<file path="config.mk">
export PLATFORM = sky130hd
export DESIGN_NAME = lcode_tx
export DESIGN_NICKNAME = d
export VERILOG_FILES = /design/src/rtl/lcode_pkg.sv /design/src/rtl/lcode_delay.sv /design/src/rtl/lcode_subst_fsm.sv /design/src/rtl/lcode_rails.sv /design/src/rtl/lcode_tx.sv
export SDC_FILE = /design/constraint.sdc
export NUM_CORES = 1
export LEC_CHECK = 0
export BUFFER_PORTS_ARGS = -buffer_cell sky130_fd_sc_hd__buf_2
export CORE_AREA = 8 8 45 47
export DETAILED_ROUTE_END_ITERATION = 10
export DIE_AREA = 0 0 53 55
export GPL_TIMING_DRIVEN = 1
export PLACE_DENSITY = 0.65
export SYNTH_ARGS = -nofsm -noshare
export SYNTH_HDL_FRONTEND = slang
export SYNTH_HIERARCHICAL = 1
export SYNTH_SLANG_ARGS = --single-unit
export TNS_END_PERCENT = 100
</file>
<file path="constraint.sdc">
create_clock -name clk -period 4.6 [get_ports clk]
set_clock_uncertainty 0.05 [all_clocks]
set_input_delay 1.15 -clock clk [delete_from_list [all_inputs] [get_ports clk]]
set_output_delay 1.15 -clock clk [all_outputs]
set_load 0.1 [all_outputs]
</file>
<file path="src/rtl/lcode_pkg.sv">
`timescale 1ns/1ps
package lcode_pkg;

    // Zero-run length replaced by the substitution code; also the look-ahead depth.
    localparam int RUN_LEN = 3;

    typedef enum logic [1:0] {
        MODE_UNI     = 2'b00,
        MODE_AMI     = 2'b01,
        MODE_B3ZS    = 2'b10,
        MODE_AMI_ALT = 2'b11
    } lc_mode_e;

    // Symbol handed from the substitution machine to the rail stage.
    typedef enum logic [1:0] {
        SYM_ZERO = 2'b00,
        SYM_MARK = 2'b01,
        SYM_VIOL = 2'b10
    } lc_sym_e;

    typedef enum logic [1:0] {
        ST_PASS    = 2'b00,
        ST_SUB_MID = 2'b01,
        ST_SUB_END = 2'b10
    } lc_state_e;

endpackage

</file>
<file path="src/rtl/lcode_delay.sv">
`timescale 1ns/1ps
module lcode_delay #(
    parameter int DEPTH = lcode_pkg::RUN_LEN
) (
    input  logic             clk,
    input  logic             rst,
    input  logic             din,
    output logic [DEPTH-1:0] bits_o,
    output logic [DEPTH-1:0] vld_o
);
    // Slot 0 holds the newest bit, slot DEPTH-1 the oldest.
    logic [DEPTH-1:0] bit_q;
    logic [DEPTH-1:0] vld_q;

    always_ff @(posedge clk) begin
        if (rst) begin
            bit_q[0] <= 1'b0;
            vld_q[0] <= 1'b0;
        end else begin
            bit_q[0] <= din;
            vld_q[0] <= 1'b1;
        end
    end

    for (genvar g = 1; g < DEPTH; g++) begin : g_stage
        always_ff @(posedge clk) begin
            if (rst) begin
                bit_q[g] <= 1'b0;
                vld_q[g] <= 1'b0;
            end else begin
                bit_q[g] <= bit_q[g-1];
                vld_q[g] <= vld_q[g-1];
            end
        end
    end

    assign bits_o = bit_q;
    assign vld_o  = vld_q;


    valid_fill_chk: assert property (@(posedge clk) disable iff (rst)
        vld_q[DEPTH-1] |=> vld_q[DEPTH-1]);

endmodule

</file>
<file path="src/rtl/lcode_subst_fsm.sv">
`timescale 1ns/1ps
module lcode_subst_fsm
    import lcode_pkg::*;
#(
    parameter int DEPTH = RUN_LEN
) (
    input  logic             clk,
    input  logic             rst,
    input  lc_mode_e         mode_i,
    input  logic [DEPTH-1:0] bits_i,
    input  logic [DEPTH-1:0] vld_i,
    input  logic             parity_odd_i,
    output lc_sym_e          sym_o
);
    lc_state_e state_q, state_d;
    logic      is_b3;
    logic      run_zero;
    logic      head_one;

    assign is_b3    = (mode_i == MODE_B3ZS);
    assign run_zero = is_b3 && (vld_i == '1) && (bits_i == '0);
    assign head_one = vld_i[DEPTH-1] && bits_i[DEPTH-1];

    always_ff @(posedge clk) begin
        if (rst) state_q <= ST_PASS;
        else     state_q <= state_d;
    end

    always_comb begin
        state_d = state_q;
        sym_o   = SYM_ZERO;
        unique case (state_q)
            ST_PASS: begin
                if (run_zero) begin
                    sym_o   = parity_odd_i ? SYM_ZERO : SYM_MARK;
                    state_d = ST_SUB_MID;
                end else if (head_one) begin
                    sym_o = SYM_MARK;
                end
            end
            ST_SUB_MID: begin
                sym_o   = SYM_ZERO;
                state_d = is_b3 ? ST_SUB_END : ST_PASS;
            end
            ST_SUB_END: begin
                sym_o   = is_b3 ? SYM_VIOL : SYM_ZERO;
                state_d = ST_PASS;
            end
            default: begin
                sym_o   = SYM_ZERO;
                state_d = ST_PASS;
            end
        endcase
    end


    sub_seq_chk: assert property (@(posedge clk) disable iff (rst)
        (state_q == ST_SUB_MID && is_b3) |=> (state_q == ST_SUB_END));


    sub_return_chk: assert property (@(posedge clk) disable iff (rst)
        (state_q == ST_SUB_END) |=> (state_q == ST_PASS));

endmodule

</file>
<file path="src/rtl/lcode_rails.sv">
`timescale 1ns/1ps
module lcode_rails
    import lcode_pkg::*;
(
    input  logic     clk,
    input  logic     rst,
    input  lc_mode_e mode_i,
    input  lc_sym_e  sym_i,
    output logic     pos_o,
    output logic     neg_o,
    output logic     parity_odd_o
);
    logic pos_q, neg_q;
    logic last_pos_q, par_q;
    logic pos_d, neg_d, last_pos_d, par_d;
    logic is_uni;

    assign is_uni = (mode_i == MODE_UNI);

    always_comb begin
        pos_d      = 1'b0;
        neg_d      = 1'b0;
        last_pos_d = last_pos_q;
        par_d      = par_q;
        unique case (sym_i)
            SYM_ZERO: begin
                pos_d = 1'b0;
            end
            SYM_MARK: begin
                if (is_uni) begin
                    pos_d = 1'b1;
                end else begin
                    pos_d      = ~last_pos_q;
                    neg_d      = last_pos_q;
                    last_pos_d = ~last_pos_q;
                    par_d      = ~par_q;
                end
            end
            SYM_VIOL: begin
                pos_d = last_pos_q;
                neg_d = ~last_pos_q;
                par_d = 1'b0;
            end
            default: begin
                pos_d = 1'b0;
            end
        endcase
    end

    always_ff @(posedge clk) begin
        if (rst) begin
            pos_q      <= 1'b0;
            neg_q      <= 1'b0;
            last_pos_q <= 1'b0;
            par_q      <= 1'b0;
        end else begin
            pos_q      <= pos_d;
            neg_q      <= neg_d;
            last_pos_q <= last_pos_d;
            par_q      <= par_d;
        end
    end

    assign pos_o        = pos_q;
    assign neg_o        = neg_q;
    assign parity_odd_o = par_q;


    rails_excl_chk: assert property (@(posedge clk) disable iff (rst)
        !(pos_q && neg_q));


    uni_neg_low_chk: assert property (@(posedge clk) disable iff (rst)
        ($past(mode_i) == MODE_UNI) |-> !neg_q);


    ami_alt_chk: assert property (@(posedge clk) disable iff (rst)
        (sym_i == SYM_MARK && !is_uni) |=> ((pos_q != neg_q) && (last_pos_q != $past(last_pos_q))));


    viol_pol_chk: assert property (@(posedge clk) disable iff (rst)
        (sym_i == SYM_VIOL) |=> (pos_q == $past(last_pos_q)) && (par_q == 1'b0));

endmodule

</file>
<file path="src/rtl/lcode_tx.sv">
`timescale 1ns/1ps
module lcode_tx
    import lcode_pkg::*;
(
    input  logic       clk,
    input  logic       rst,
    input  logic [1:0] mode,
    input  logic       din,
    output logic       tx_pos,
    output logic       tx_neg,
    output logic       tx_lclk
);
    localparam int DEPTH = RUN_LEN;

    lc_mode_e         mode_e;
    logic [DEPTH-1:0] pipe_bits;
    logic [DEPTH-1:0] pipe_vld;
    logic             parity_odd;
    lc_sym_e          sym;

    assign mode_e = lc_mode_e'(mode);

    lcode_delay #(.DEPTH(DEPTH)) u_delay (
        .clk    (clk),
        .rst    (rst),
        .din    (din),
        .bits_o (pipe_bits),
        .vld_o  (pipe_vld)
    );

    lcode_subst_fsm #(.DEPTH(DEPTH)) u_fsm (
        .clk          (clk),
        .rst          (rst),
        .mode_i       (mode_e),
        .bits_i       (pipe_bits),
        .vld_i        (pipe_vld),
        .parity_odd_i (parity_odd),
        .sym_o        (sym)
    );

    lcode_rails u_rails (
        .clk          (clk),
        .rst          (rst),
        .mode_i       (mode_e),
        .sym_i        (sym),
        .pos_o        (tx_pos),
        .neg_o        (tx_neg),
        .parity_odd_o (parity_odd)
    );

    // line clock forwarded from the bit clock
    assign tx_lclk = clk;

endmodule

</file>
==> results of run 1 <==
## final timing paths
| kind | cells after the start | endpoint | startpoint | slack [ns] |
|---|---|---|---|---|
| worst max-delay path | 3 | tx_lclk | clk | 0.59 |
| worst min-delay path | 1 | u_delay/bits_o[1]$_SDFF_PP0_ | u_delay/bits_o[0]$_SDFF_PP0_ | 0.42 |
| worst max register to register | 7 | u_rails/parity_odd_o$_SDFFE_PP0P_ | u_delay/bits_o[0]$_SDFF_PP0_ | 2.62 |
| worst min register to register | 1 | u_delay/bits_o[1]$_SDFF_PP0_ | u_delay/bits_o[0]$_SDFF_PP0_ | 0.42 |
## registers in the layout, indices dropped and copies added (netlist names)
name and count:
u_rails/parity_odd_o 1, u_rails/neg_o 1, u_delay/vld_o 3, u_delay/bits_o 3, u_rails/last_pos_q 1, u_rails/pos_o 1, u_fsm/state_q 2
## synth_stat cells
library cell / number
mux2_1: 1
dfxtp_1: 12
and4bb_2: 1
nor3b_1: 1
a21oi_1: 1
ha_1: 2
and4b_2: 1
buf_4: 1
nor4_1: 1
inv_1: 4
nor2b_1: 6
o21ai_1: 1
mux2i_1: 1
nor2_1: 4
o41ai_2: 1
nand2_1: 1
a22oi_1: 1
nor3_1: 2
nand3_1: 1
o21ai_0: 1
and4bb_1: 2
xor2_1: 1
## kinds of logic after synthesis
logic type	count (synthesis)
flip-flops	12
adder cells (fa/ha/maj)	2
AO/OA/AOI/OAI	5
buffers and inverters	5
XOR/XNOR	1
AND/OR/NAND/NOR	20
multiplexers	2
## critical path, stage by stage
cell and delay (ns):
clkbuf_4 0.11, clkbuf_4 0.12, buf_2 0.28
## power groups by stage
stage,clock [mW],combinational [mW],sequential [mW]
floorplan,0.0820,0.00350,0.109
global placement,0.0765,0.00768,0.110
detailed placement,0.0765,0.00793,0.110
CTS,0.182,0.00800,0.108
global route,0.190,0.00896,0.108
finish,0.174,0.00794,0.108
## metal layers
layer	track usage, %	wire length [um]
met1	7.66	418
met2	12.7	478
met3	5.35	56
met4	12.5	16
met5	0	0
## metrics by stage
step           hold WS [ns]  cell area, um2  std cells  utilization (%)  power, mW
2_1_floorplan         0.379             490         47                -      0.195
3_3_place_gp          0.392             538         69             38.9      0.194
3_5_place_dp          0.413             538         69             38.9      0.194
4_1_cts               0.418             583         75             42.1      0.298
5_1_grt               0.444             583         75             42.1      0.307
6_report              0.422             583         75             42.1      0.289
## area by class of cell
type	count	area share (%)
Multi-Input combinational cell	30	39.1
Sequential cell	12	41.2
Tap cell	16	3.43
Clock buffer	7	8.58
Timing Repair Buffer	6	5.15
Inverter	4	2.58
==> flow_summary.ini, run 1 <==
[clock_tree]
path_clk_slew_ns = 0.07
cts_hold_buf = 0
cts_setup_buffers = 0
tritoncts = done
clk_latency_ns = 0.37
cts_resized = 0

[synth]
synth_xor_area_share_pct = 1.79
syn_area_um2 = 490
synth_seq_cells = 12
yosys.cell_types.count = 22
ys_seq_area_share_pct = 49.0
syn_inst = 47
synth_top_family_by_area = simple AND/OR/NAND/NOR gates
muxShareOfSynthArea_pct = 4.34
synth_top_area_cell = dfxtp_1
synth_simple_gate_area_share_pct = 27.3
synth_fa_ha_area_share_pct = 5.10
yosysWarnings = 6
synth_top_area_share_pct = 49.0
synth-compound-area-share_pct = 7.91
syn-num-nets = 54
synthTopCellsByArea = dfxtp_1 (49%), nor2b_1 (7.7%), and4bb_1 (5.1%)
synth_area_per_cell_um2 = 10.4

[flow_run]
max-cap-violations = 0

[place]
pre_cts_ws_ns = 0.830
routabilityCongestion = 0.671
dp.final_hpwl_um = 658
port_buffers = 7

[die]
core.rowCount = 14
die_h_um = 55
dieWidth_um = 53
ios = 8
fp.coreArea_um2 = 1380
initial_utilization_pct = 35.4
dieArea_um2 = 2920

[routing]
drc = 0
vias = 373
postRouteAntennaNets = 0
routedWlPerCell_um = 12.9
wirelength_um = 970
drt-initial-drc-count = 6
dr.pass1.iters = 4
vias_per_cell = 4.97

[final_layout]
layout_commonest_cell = dfxtp_1
drive_above_1_share_pct = 27.1
fin_nets = 68
synthToLayoutAreaGrowth_pct = 18.9
n_fill_cell = 149
antenna-diode-count = 0
layout_common_cells = dfxtp_1 (12), buf_2 (7), clkbuf_4 (6), nor2b_1 (6)
multi_input_area_um2 = 228
regArea_um2 = 240

[grt]
grt_antenna_before_repair = 0
grt-ovfl-total = 0
grt_usage_pct = 8.99
grt_pass1_wl_um = 1730
grt_pass1_vias = 415
grt_max_degree = 14

[pwr]
p_seq_share_pct = 37.2
clock_power_share_pct = 60.1
sw_frac_of_total_pct = 39.6
power.density_nw_per_um2 = 496
power.net_switching_mw = 0.115
leakagePower_nw = 0.250
p_int_mw = 0.175
pwr-share-comb_pct = 2.7
peakVddDrop_v = 0.000360

[sta]
setup_tns_ns = 0
worst_pin_slew_ns = 0.488
hold_viol = 0
setup_viol = 0
rsz0062_at_grt = no
slew_violations = 0
worst_slack_ns = 0.591
relSlewSlack_pct = 67.7

[critical_path]
critPathKind = clk -> out
cp-end-kind = output port
cp.required_ns = 3.40
cp.arrival_ns = 2.81
critPathLaunchType = clock port
worstPathMaxFanout = 2

[run_status]
outcome = finished clean

[hold_path]
hp-class = reg -> reg
Power figures use the tool's default switching activity.
==> run 2: changes to the inputs <==
--- a/config.mk
+++ b/config.mk
@@ -10,7 +10,7 @@
 export DETAILED_ROUTE_END_ITERATION = 10
 export DIE_AREA = 0 0 53 55
 export GPL_TIMING_DRIVEN = 1
-export PLACE_DENSITY = 0.65
+export RECOVER_POWER = 100
 export SYNTH_ARGS = -nofsm -noshare
 export SYNTH_HDL_FRONTEND = slang
 export SYNTH_HIERARCHICAL = 1
==> flow_summary.ini, run 2 (synthesis results as in run 1) <==
[routing]
drt-initial-drc-count = 10
postRouteAntennaNets = 0
drc = 0
vias = 359
vias_per_cell = 4.72
wirelength_um = 853
routedWlPerCell_um = 11.2
dr.pass1.iters = 3

[sta]
slew_violations = 0
relSlewSlack_pct = 22.3
rsz0062_at_grt = no
worst_pin_slew_ns = 1.17
hold_viol = 0
setup_viol = 0
hold_ws_ns = 0.411
worst_slack_ns = 0.516
setup_tns_ns = 0

[place]
pre_cts_ws_ns = 0.830
place_inst = 69
routabilityCongestion = 0.636
dp.final_hpwl_um = 623
port_buffers = 7
dpl_cell_area_um2 = 538

[clock_tree]
tritoncts = done
cts_setup_buffers = 0
cts_hold_buf = 0
cts_resized = 0
path_clk_slew_ns = 0.07
clk_latency_ns = 0.38

[die]
core.rowCount = 14
dieArea_um2 = 2920
initial_utilization_pct = 35.4
ios = 8
fp.coreArea_um2 = 1380
dieWidth_um = 53
die_h_um = 55

[pwr]
leakagePower_nw = 0.235
peakVddDrop_v = 0.000452
power_mw = 0.309
power.density_nw_per_um2 = 529

[grt]
grt-ovfl-total = 0
grt_max_degree = 14
grt_antenna_before_repair = 0
grt_usage_pct = 7.40
grt_pass1_vias = 369
grt_pass1_wl_um = 1440

[critical_path]
reg2reg_to = u_rails/parity_odd_o$_SDFFE_PP0P_
cp-end-kind = output port
cp.arrival_ns = 2.88
critPathLaunchType = clock port
worstPathMaxFanout = 2
rr_worst_depth = 7
worstSetupStartpoint = clk
r2r_slack_ns = 2.53
reg2reg_from = u_delay/bits_o[1]$_SDFF_PP0_
crit_path_end = tx_lclk
cp.required_ns = 3.40
critPathKind = clk -> out

[final_layout]
post-route-util_pct = 42.2
n_fill_cell = 149
drive_above_1_share_pct = 20.0
final_cell_area_um2 = 584
layout_commonest_cell = dfxtp_1
antenna-diode-count = 0
fin_nets = 68
finalNonFillerCells = 76
layout_common_cells = dfxtp_1 (12), clkbuf_4 (6), nor2b_1 (6)
synthToLayoutAreaGrowth_pct = 19.1

[run_status]
outcome = finished clean

[hold_path]
min_from = u_delay/bits_o[1]$_SDFF_PP0_
hp-class = reg -> reg

[flow_run]
max-cap-violations = 0
[run 2: cell count changes in the layout (fill, tap and decap cells not counted), sizes merged]
cell,change
buf,-5
clkbuf,+6
[run 2: per-layer routing]
metal	GRT usage (%)	part of all wire (%)	vias to the layer above
met5	0	0	-
met4	9.91	2.1	0
met3	5.08	5.3	2
met2	9.38	47	7
met1	6.90	45	163
li1	-	-	187
[run 2: critical path, stage by stage]
cell and delay (ns):
clkbuf_4 0.11, clkbuf_4 0.12, clkbuf_2 0.36
[run 2: final cells by class]
class                   count  area (um2)  area share, %
inverters                   4        15.0           2.57
multi-input cells          30         220           37.7
well taps                  16        20.0           3.43
repair buffers              6        25.0           4.28
clock buffers               8        63.8           10.9
flip-flops and latches     12         240           41.1
[run 2: worst min-delay path by stage]
stage | slack (ns) | end | depth (start not counted)
2_1_floorplan | 0.38 | u_delay/vld_o[2]$_SDFF_PP0_ | 1
3_3_place_gp | 0.39 | u_delay/bits_o[2]$_SDFF_PP0_ | 1
3_5_place_dp | 0.40 | u_delay/bits_o[2]$_SDFF_PP0_ | 1
4_1_cts | 0.41 | u_delay/bits_o[2]$_SDFF_PP0_ | 1
5_1_grt | 0.43 | u_delay/bits_o[2]$_SDFF_PP0_ | 1
6_report | 0.41 | u_delay/bits_o[2]$_SDFF_PP0_ | 1
[run 2: power breakdown]
| group | switching [mW] | internal (mW) | total [mW] |
|---|---|---|---|
| logic | 0.00410 | 0.00346 | 0.00756 |
| clock network | 0.112 | 0.0824 | 0.194 |
| registers | 0.00110 | 0.106 | 0.107 |
